$ cat src/rtl/swz_pkg.sv
package swz_pkg;

   typedef enum logic [1:0] {
      ET_U8   = 2'd0,
      ET_U16  = 2'd1,
      ET_U32  = 2'd2,
      ET_RSVD = 2'd3
   } elem_e;

   // log2 of the element size in bytes
   function automatic logic [1:0] size_log2(elem_e t);
      case (t)
         ET_U16:  return 2'd1;
         ET_U32:  return 2'd2;
         default: return 2'd0;
      endcase
   endfunction

endpackage

$ cat src/rtl/swz_legal.sv
module swz_legal
   import swz_pkg::*;
#(
   parameter int MAXSUB = 4,
   parameter int LENW   = $clog2(MAXSUB + 1),
   parameter int SELW   = (MAXSUB > 1) ? $clog2(MAXSUB) : 1
) (
   input  logic [LENW-1:0]        src_len,
   input  logic [LENW-1:0]        dst_len,
   input  elem_e                  etype,
   input  logic [MAXSUB*SELW-1:0] sel,
   output logic                   ok
);

   logic [MAXSUB-1:0] lane_ok;
   logic              len_ok;

   // Lanes past dst_len are don't-care; active lanes must stay inside the source subvector
   for (genvar j = 0; j < MAXSUB; j++) begin : g_lane
      assign lane_ok[j] = (LENW'(j) >= dst_len) ||
                          (LENW'(sel[j*SELW +: SELW]) < src_len);
   end

   assign len_ok = (src_len != '0) && (src_len <= LENW'(MAXSUB)) &&
                   (dst_len != '0) && (dst_len <= LENW'(MAXSUB));

   assign ok = (&lane_ok) && len_ok && (etype != ET_RSVD);

endmodule

$ cat src/rtl/swz_lanes.sv
module swz_lanes
   import swz_pkg::*;
#(
   parameter int MAXSUB = 4,
   parameter int LENW   = $clog2(MAXSUB + 1),
   parameter int SELW   = (MAXSUB > 1) ? $clog2(MAXSUB) : 1,
   parameter int DW     = 32 * MAXSUB,
   parameter int BW     = DW / 8
) (
   input  logic [DW-1:0]          rd_data,
   input  logic [MAXSUB*SELW-1:0] sel,
   input  elem_e                  etype,
   input  logic [LENW-1:0]        dst_len,
   output logic [DW-1:0]          wr_data,
   output logic [BW-1:0]          wr_strb
);

   logic [MAXSUB*8-1:0]  pack8;
   logic [MAXSUB*16-1:0] pack16;
   logic [MAXSUB*32-1:0] pack32;

   // One selector mux per destination lane, one width variant per element size
   for (genvar j = 0; j < MAXSUB; j++) begin : g_lane
      logic [SELW-1:0] idx;
      assign idx = sel[j*SELW +: SELW];
      assign pack8 [j*8  +: 8]  = rd_data[int'(idx)*8  +: 8];
      assign pack16[j*16 +: 16] = rd_data[int'(idx)*16 +: 16];
      assign pack32[j*32 +: 32] = rd_data[int'(idx)*32 +: 32];
   end

   always_comb begin
      case (etype)
         ET_U8:   wr_data = DW'(pack8);
         ET_U16:  wr_data = DW'(pack16);
         default: wr_data = DW'(pack32);
      endcase
   end

   int nbytes;
   always_comb begin
      nbytes = int'(dst_len) << size_log2(etype);
      for (int b = 0; b < BW; b++) wr_strb[b] = (b < nbytes);
   end

endmodule

$ cat src/rtl/swz_engine.sv
module swz_engine
   import swz_pkg::*;
#(
   parameter int AW     = 12,
   parameter int VLW    = 6,
   parameter int MAXSUB = 4,
   localparam int LENW  = $clog2(MAXSUB + 1),
   localparam int SELW  = (MAXSUB > 1) ? $clog2(MAXSUB) : 1,
   localparam int DW    = 32 * MAXSUB,
   localparam int BW    = DW / 8
) (
   input  logic                   clk,
   input  logic                   rst_n,
   input  logic                   start,
   input  logic [AW-1:0]          src_base,
   input  logic [AW-1:0]          dst_base,
   input  logic [LENW-1:0]        src_len,
   input  logic [LENW-1:0]        dst_len,
   input  logic [1:0]             elem_type,
   input  logic [MAXSUB*SELW-1:0] sel,
   input  logic [VLW-1:0]         vl,
   output logic                   busy,
   output logic                   done,
   output logic                   err,
   output logic [AW-1:0]          rd_addr,
   input  logic [DW-1:0]          rd_data,
   output logic                   wr_en,
   output logic [AW-1:0]          wr_addr,
   output logic [DW-1:0]          wr_data,
   output logic [BW-1:0]          wr_strb
);

   if (MAXSUB < 1 || MAXSUB > 4) begin : g_bad_maxsub
      $error("swz_engine: MAXSUB must lie in 1..4");
   end
   if (AW < 8 || VLW < 1) begin : g_bad_width
      $error("swz_engine: AW must be at least 8 and VLW at least 1");
   end

   elem_e                  et_in;
   logic                   legal;
   logic                   launch;

   logic                   busy_q, done_q, err_q;
   logic [VLW-1:0]         cnt_q;
   logic [AW-1:0]          rd_ptr_q, wr_ptr_q;
   logic [AW-1:0]          src_step_q, dst_step_q;
   logic [MAXSUB*SELW-1:0] sel_q;
   logic [LENW-1:0]        dst_len_q;
   elem_e                  et_q;

   assign et_in  = elem_e'(elem_type);
   assign launch = start && !busy_q;

   swz_legal #(.MAXSUB(MAXSUB), .LENW(LENW), .SELW(SELW)) i_legal (
      .src_len (src_len),
      .dst_len (dst_len),
      .etype   (et_in),
      .sel     (sel),
      .ok      (legal)
   );

   always_ff @(posedge clk or negedge rst_n) begin
      if (!rst_n) begin
         busy_q     <= 1'b0;
         done_q     <= 1'b0;
         err_q      <= 1'b0;
         cnt_q      <= '0;
         rd_ptr_q   <= '0;
         wr_ptr_q   <= '0;
         src_step_q <= '0;
         dst_step_q <= '0;
         sel_q      <= '0;
         dst_len_q  <= '0;
         et_q       <= ET_U8;
      end else begin
         done_q <= 1'b0;
         err_q  <= 1'b0;
         if (launch) begin
            sel_q      <= sel;
            dst_len_q  <= dst_len;
            et_q       <= et_in;
            src_step_q <= AW'(src_len) << size_log2(et_in);
            dst_step_q <= AW'(dst_len) << size_log2(et_in);
            rd_ptr_q   <= src_base;
            wr_ptr_q   <= dst_base;
            if (!legal) begin
               done_q <= 1'b1;
               err_q  <= 1'b1;
            end else if (vl == '0) begin
               done_q <= 1'b1;
            end else begin
               busy_q <= 1'b1;
               cnt_q  <= vl;
            end
         end else if (busy_q) begin
            rd_ptr_q <= rd_ptr_q + src_step_q;
            wr_ptr_q <= wr_ptr_q + dst_step_q;
            cnt_q    <= cnt_q - 1'b1;
            if (cnt_q == VLW'(1)) begin
               busy_q <= 1'b0;
               done_q <= 1'b1;
            end
         end
      end
   end

   // Read and write of one subvector share a cycle: source data is sampled at the write edge
   swz_lanes #(.MAXSUB(MAXSUB), .LENW(LENW), .SELW(SELW), .DW(DW), .BW(BW)) i_lanes (
      .rd_data (rd_data),
      .sel     (sel_q),
      .etype   (et_q),
      .dst_len (dst_len_q),
      .wr_data (wr_data),
      .wr_strb (wr_strb)
   );

   assign busy    = busy_q;
   assign done    = done_q;
   assign err     = err_q;
   assign wr_en   = busy_q;
   assign rd_addr = rd_ptr_q;
   assign wr_addr = wr_ptr_q;

   assert_done_pulse_R6: assert property (@(posedge clk) disable iff (!rst_n)
      done |=> !done);
   assert_busy_launch_R6: assert property (@(posedge clk) disable iff (!rst_n)
      $rose(busy) |-> $past(start));
   assert_write_run_R6: assert property (@(posedge clk) disable iff (!rst_n)
      wr_en |=> (wr_en || done));
   assert_illegal_nowrite_R8: assert property (@(posedge clk) disable iff (!rst_n)
      (done && err) |-> !$past(wr_en));
   assert_restart_ignored_R10: assert property (@(posedge clk) disable iff (!rst_n)
      (busy && start) |=> (busy || (done && !err)));
   assert_strobe_present_R11: assert property (@(posedge clk) disable iff (!rst_n)
      wr_en |-> wr_strb[0]);

endmodule

$ cat config.mk
export PLATFORM = sky130hd
export DESIGN_NAME = swz_engine
export DESIGN_NICKNAME = d
export VERILOG_FILES = /design/src/rtl/swz_pkg.sv /design/src/rtl/swz_legal.sv /design/src/rtl/swz_lanes.sv /design/src/rtl/swz_engine.sv
export SDC_FILE = /design/constraint.sdc
export NUM_CORES = 1
export LEC_CHECK = 0
export BUFFER_PORTS_ARGS = -buffer_cell sky130_fd_sc_hd__buf_2
export CORE_ASPECT_RATIO = 0.7
export CORE_UTILIZATION = 49
export DETAILED_ROUTE_END_ITERATION = 12
export PLACE_DENSITY = 0.86
export SLEW_MARGIN = 20
export SYNTH_ARGS = -nofsm -noshare
export SYNTH_HDL_FRONTEND = slang
export SYNTH_SLANG_ARGS = --single-unit
export TNS_END_PERCENT = 100
$ cat constraint.sdc
create_clock -name clk -period 5.33 [get_ports clk]
set_input_delay 1.066 -clock clk [delete_from_list [all_inputs] [get_ports clk]]
set_output_delay 1.066 -clock clk [all_outputs]
set_load 0.03 [all_outputs]
* Word level (Yosys, flattened, before mapping)
Cells that the tools add are included.
Word-level totals: output and inout bits 172, logic and storage cells 106, register bits after elaboration 70
Cells by class: reduce and logical (&&, ||, !) cells 19, muxes and demuxes 24, magnitude comparators 26, add/sub/neg operators 3, eq/ne operators 8, shifts and indexed selects 15
Operators with widths (number):
- variable part select 128 x 6 -> 8 bit | 4
- variable part select 128 x 7 -> 16 bit | 4
- variable part select 128 x 8 -> 32 bit | 4
- < comparator 5 x 32 -> 1 bit (first input constant) | 8
- one-hot mux 128 bit (2 select lines) | 1
- < comparator 4 x 32 -> 1 bit (first input constant) | 4
- < comparator 3 x 32 -> 1 bit (first input constant) | 2
- two-way mux 12 bit | 4
- < comparator 1 x 32 -> 1 bit (first input constant) | 1
- < comparator 2 x 32 -> 1 bit (first input constant) | 1
- << shifter 3 x 2 -> 32 bit | 1
- adder 12 bit | 2
- two-way mux 6 bit | 4
- << shifter 3 x 2 -> 12 bit | 2
- < comparator 2 x 3 -> 1 bit | 4
- two-way mux 1 bit | 12
- one-hot mux 2 bit (2 select lines) | 2
- equality test 6 x 1 -> 1 bit (second input constant) | 1
- >= comparator 1 x 3 -> 1 bit (first input constant) | 2
- >= comparator 2 x 3 -> 1 bit (first input constant) | 2
- <= comparator 3 bit (second input constant) | 2
- logical AND 1 bit | 6
- zero test 6 bit | 1
- != test 2 bit (second input constant) | 3
- other kinds (12) | 18

* Logic depth before layout (Yosys ltp)
depth after elaboration 8, mapped depth 9

* By module
Synthesis repeated with hierarchy kept, for this count alone.
Second synthesis, totals: cells, all modules 919, area, all modules 10561.4 µm²
Modules (own cells, without submodules):
- swz_lanes | times used 1, cells each 557, area each 7035.5 µm²
- swz_engine | times used 1, cells each 338, area each 3334.4 µm²
- swz_legal | times used 1, cells each 24, area each 191.4 µm²

* Worst setup path after synthesis
Ideal clock, no wire load.
path kind input to output, start point input rd_data[14], end point output wr_data[6], setup slack 1.968 ns, arrival time 2.296 ns, cell stages on the path 4, path through clkbuf_1 -> mux4_2 -> mux2i_1 -> o21ai_0
On the way: longest elaborated chain between the ends 2
RTL lines:
- from (decl) | line swz_engine.sv:26 | input logic [DW-1:0] rd_data,
- variable part select 128 x 6 -> 8 bit | line swz_lanes.sv:26 | assign pack8 [j*8 +: 8] = rd_data[int'(idx)*8 +: 8];
- one-hot mux 128 bit (2 select lines) | line swz_lanes.sv:32 | case (etype)
- to (decl) | line swz_engine.sv:29 | output logic [DW-1:0] wr_data,
No other way between the ends.

* Worst setup path after layout
start point register sel_q[3], end point output wr_data[30]
On the way: longest elaborated chain between the ends 2
RTL lines:
- from (decl) | line swz_engine.sv:48 | logic [MAXSUB*SELW-1:0] sel_q;
- from (signal assigned) | line swz_engine.sv:80 | sel_q <= sel;
- variable part select 128 x 7 -> 16 bit | line swz_lanes.sv:27 | assign pack16[j*16 +: 16] = rd_data[int'(idx)*16 +: 16];
- one-hot mux 128 bit (2 select lines) | line swz_lanes.sv:32
No other way between the ends.

==> results.txt <==
Detail Placement HPWL - 24,200 um
Clock buffer depth - 2
Initial Util - 0.503
Antenna violations before repair - 8
Leakage power - 5.34 nW
Initial DRC count - 1,166
CP bufs+invs - 2
Max Cap Viol - 0
Layout cells sized above 1 - 0.543
GPL Wtd Cong - 0.892
Global route overflow - 0
Vias/cell - 6.86
Slew @ Worst Pin - 1.20 ns
Synthesized area - 10,500 um2
CP peak stage delay - 0.97 ns
Clock Latency Late Sink - 0.33 ns
Synth Instances - 923
DRC Markers - 0
First-pass GRT wire length - 52,100 um
Die height - 124 um
DIE AREA - 22,000 um2
Reg2reg setup slack - 2.95 ns
Mean routed wirelength per cell - 23.0 um
Status - finished clean
Largest net degree at the start of global routing - 108
Number of synthesized flops with an enable pin - 0
Post-route insts no fill - 1,459
Fin. max-slew vios - 0
Fin area - 12,500 um2
TritonCTS buffer count - 9
Crit. End Element - output pin
#FFs+latches synth - 58
CP Class - flop to output pin
Synth unique cells - 58
Maximum vdd ir drop - 0.000341 V
Core area - 20,800 um2
Global-route usage over all layers - 0.302
Critical path arrival - 2.72 ns
Number of global-route vias before repair - 9,233
Die width - 177 um
Post-CTS Resized - 0
Vias - 10,000
Final net count - 1,370
Seq/Total Area, Yosys - 0.139
Ys async rst share - 1.00
1st-pass router iterations - 5
Setup tns final - 0 ns
Syn nets - 1,120
Setup violators final - 0
Synth Area per Inst - 11.3 um2
Num ports - 349
Post-CTS setup buffer count - 0
Final hold viol count - 0
Fmax - 0.264 GHz
Worst setup SP type - flop
Largest delay share family, worst path - flip-flops
PnR Total Power - 0.00924 W
Placed instance count - 1,438
Clk sinks - 58
Critical-path cell list - buf_4 -> mux4_2 -> mux2i_1 -> o21ai_0 -> buf_2
Crit-path max FO - 35
Synth Flop Type - dfrtp_1
Port Buffers - 348
P&R area growth vs syn - 19.7%
Cts hold-fix bufs - 0
Layout Skew - 0.00566 ns
Synth warnings - 0
Minimum clock period - 3.79 ns
Max-slew headroom - 0.197
Rows - 44
Post-route ant nets - 0
PwrDens - 737 nW/um2
Slowest cell on the critical path - dfrtp_2
Placement Cell Area - 12,200 um2
Tcrit/Tclk final - 0.710
Depth of the CTS H-tree - 3
Clock Tree Root - clkbuf_16
Hold WC Path Type - flop to flop
Reg clk slew, reported paths - 0.05 ns
WP data required - 4.26 ns
Final wirelength - 33,600 um
RSZ-0062 raised after global routing - false
TritonCTS clock tree - yes
[synthesized netlist by cell type, drive strengths merged (2+ instances only)]
| cell type | count | area (um2) |
|---|---|---|
| mux4 | 224 | 5040 |
| clkbuf | 90 | 338 |
| and2 | 72 | 450 |
| nand2 | 66 | 248 |
| o21ai | 66 | 330 |
| dfrtp | 58 | 1450 |
| mux2i | 45 | 450 |
| buf | 36 | 145 |
| a22o | 34 | 298 |
| a21oi | 22 | 110 |
| inv | 22 | 82.6 |
| nor2 | 20 | 75.1 |
| nor2b | 19 | 119 |
| ha | 18 | 225 |
| mux2 | 16 | 180 |
| a211oi | 12 | 95.1 |
| xor2 | 12 | 105 |
| nand3 | 10 | 50.1 |
| nor3 | 10 | 50.1 |
| nand2b | 7 | 43.8 |
| xnor2 | 7 | 61.3 |
| o21a | 5 | 37.5 |
| a221o | 4 | 40.0 |
| o22ai | 4 | 25.0 |
| a21o | 3 | 22.5 |
| a221oi | 3 | 50.1 |
| a311oi | 3 | 26.3 |
| nand4 | 3 | 18.8 |
| a22oi | 2 | 15.0 |
| and3 | 2 | 12.5 |
| and3b | 2 | 17.5 |
| and4b | 2 | 20.0 |
| fa | 2 | 40.0 |
| o31ai | 2 | 15.0 |
| or2b | 2 | 15.0 |
[state kept, by name, summed over array words and instances (netlist names)]
name,count
done,1
cnt_q,6
err,1
busy,1
et_q,2
rd_addr,12
sel_q,8
wr_addr,12
src_step_q,6
dst_len_q,3
dst_step_q,6
[metrics by stage]
stage	hold slack (ns)	utilization	worst slack (ns)
after floorplan	0.453	-	1.97
after global placement	0.475	0.588	1.88
after detailed placement	0.475	0.588	1.80
after CTS	0.486	0.602	1.55
after global routing	0.523	0.602	1.40
final	0.483	0.602	1.54
[worst register-to-register path, delay by kind of cell (launching register included)]
family,cells,cell delay [ns]
and+or+nand+nor,2,0.50
AOI/OAI and AO/OA,1,0.31
buffers and inverters,2,0.91
DFF,1,0.53
[layout make-up]
cell class,instances,area [um2]
clock buffer,10,229
tap,276,345
multi-input combinational,717,8460
fill,1678,8280
sequential,58,1480
timing repair buffer,365,1870
antenna,5,12.5
inverter,22,82.6
clock inverter,6,57.6
[power breakdown]
group / leakage [nW] / internal (W) / switching (W) / total (W)
clock network: 0.142 / 0.000358 / 0.000200 / 0.000557
registers: 0.685 / 0.000659 / 0.000814 / 0.00147
logic: 4.51 / 0.00317 / 0.00404 / 0.00721
total: 5.34 / 0.00419 / 0.00505 / 0.00924
[logic make-up after synthesis]
family	synth area share
buf+inv	0.0540
flops	0.139
xor+xnor	0.0159
compound gates	0.112
fa+ha+maj	0.0253
mux	0.542
simple gates	0.112
[final timing paths]
| check | depth (start not counted) | start | end |
|---|---|---|---|
| worst max-delay path | 5 | sel_q[3] | wr_data[30] |
| worst min-delay path | 2 | src_step_q[0] | src_step_q[0] |
| worst max register to register | 5 | busy | cnt_q[5] |
| worst min register to register | 2 | src_step_q[0] | src_step_q[0] |
| max in group asynchronous | 2 | rst_n | et_q[1] |
| min in group asynchronous | 2 | rst_n | wr_addr[9] |
[placed cells by master, fill, tap and decap left out, types with 5 or more instances in the layout]
cell       Yosys  final
mux4_2       224    224
nand2b_1       7      7
inv_1         22     22
diode_2        0      5
dfrtp_2        0      5
xnor2_1        7      7
dfrtp_1       58     48
nor2_1        20     20
nand3_1       10     10
nor2b_1       19     18
ha_1          18     18
and2_1        72     72
o21a_1         5      5
nor3_1        10     10
dfrtp_4        0      5
mux2_2        16     16
a21oi_1       22     22
a22o_1        34     34
clkbuf_16      0      9
buf_4          1     17
nand2_1       66     66
o21ai_0       66     66
a211oi_1      11     11
buf_2          5    348
xor2_1        12     12
mux2i_1       45     45
[layer usage]
layer	share of wire	vias up	global-route usage
met3	0.11	70	0.0553
met4	0.020	6	0.0801
met1	0.38	4938	0.435
li1	-	4205	-
met5	0.0014	-	0
met2	0.48	792	0.469
(Power assumes the default switching activity.)
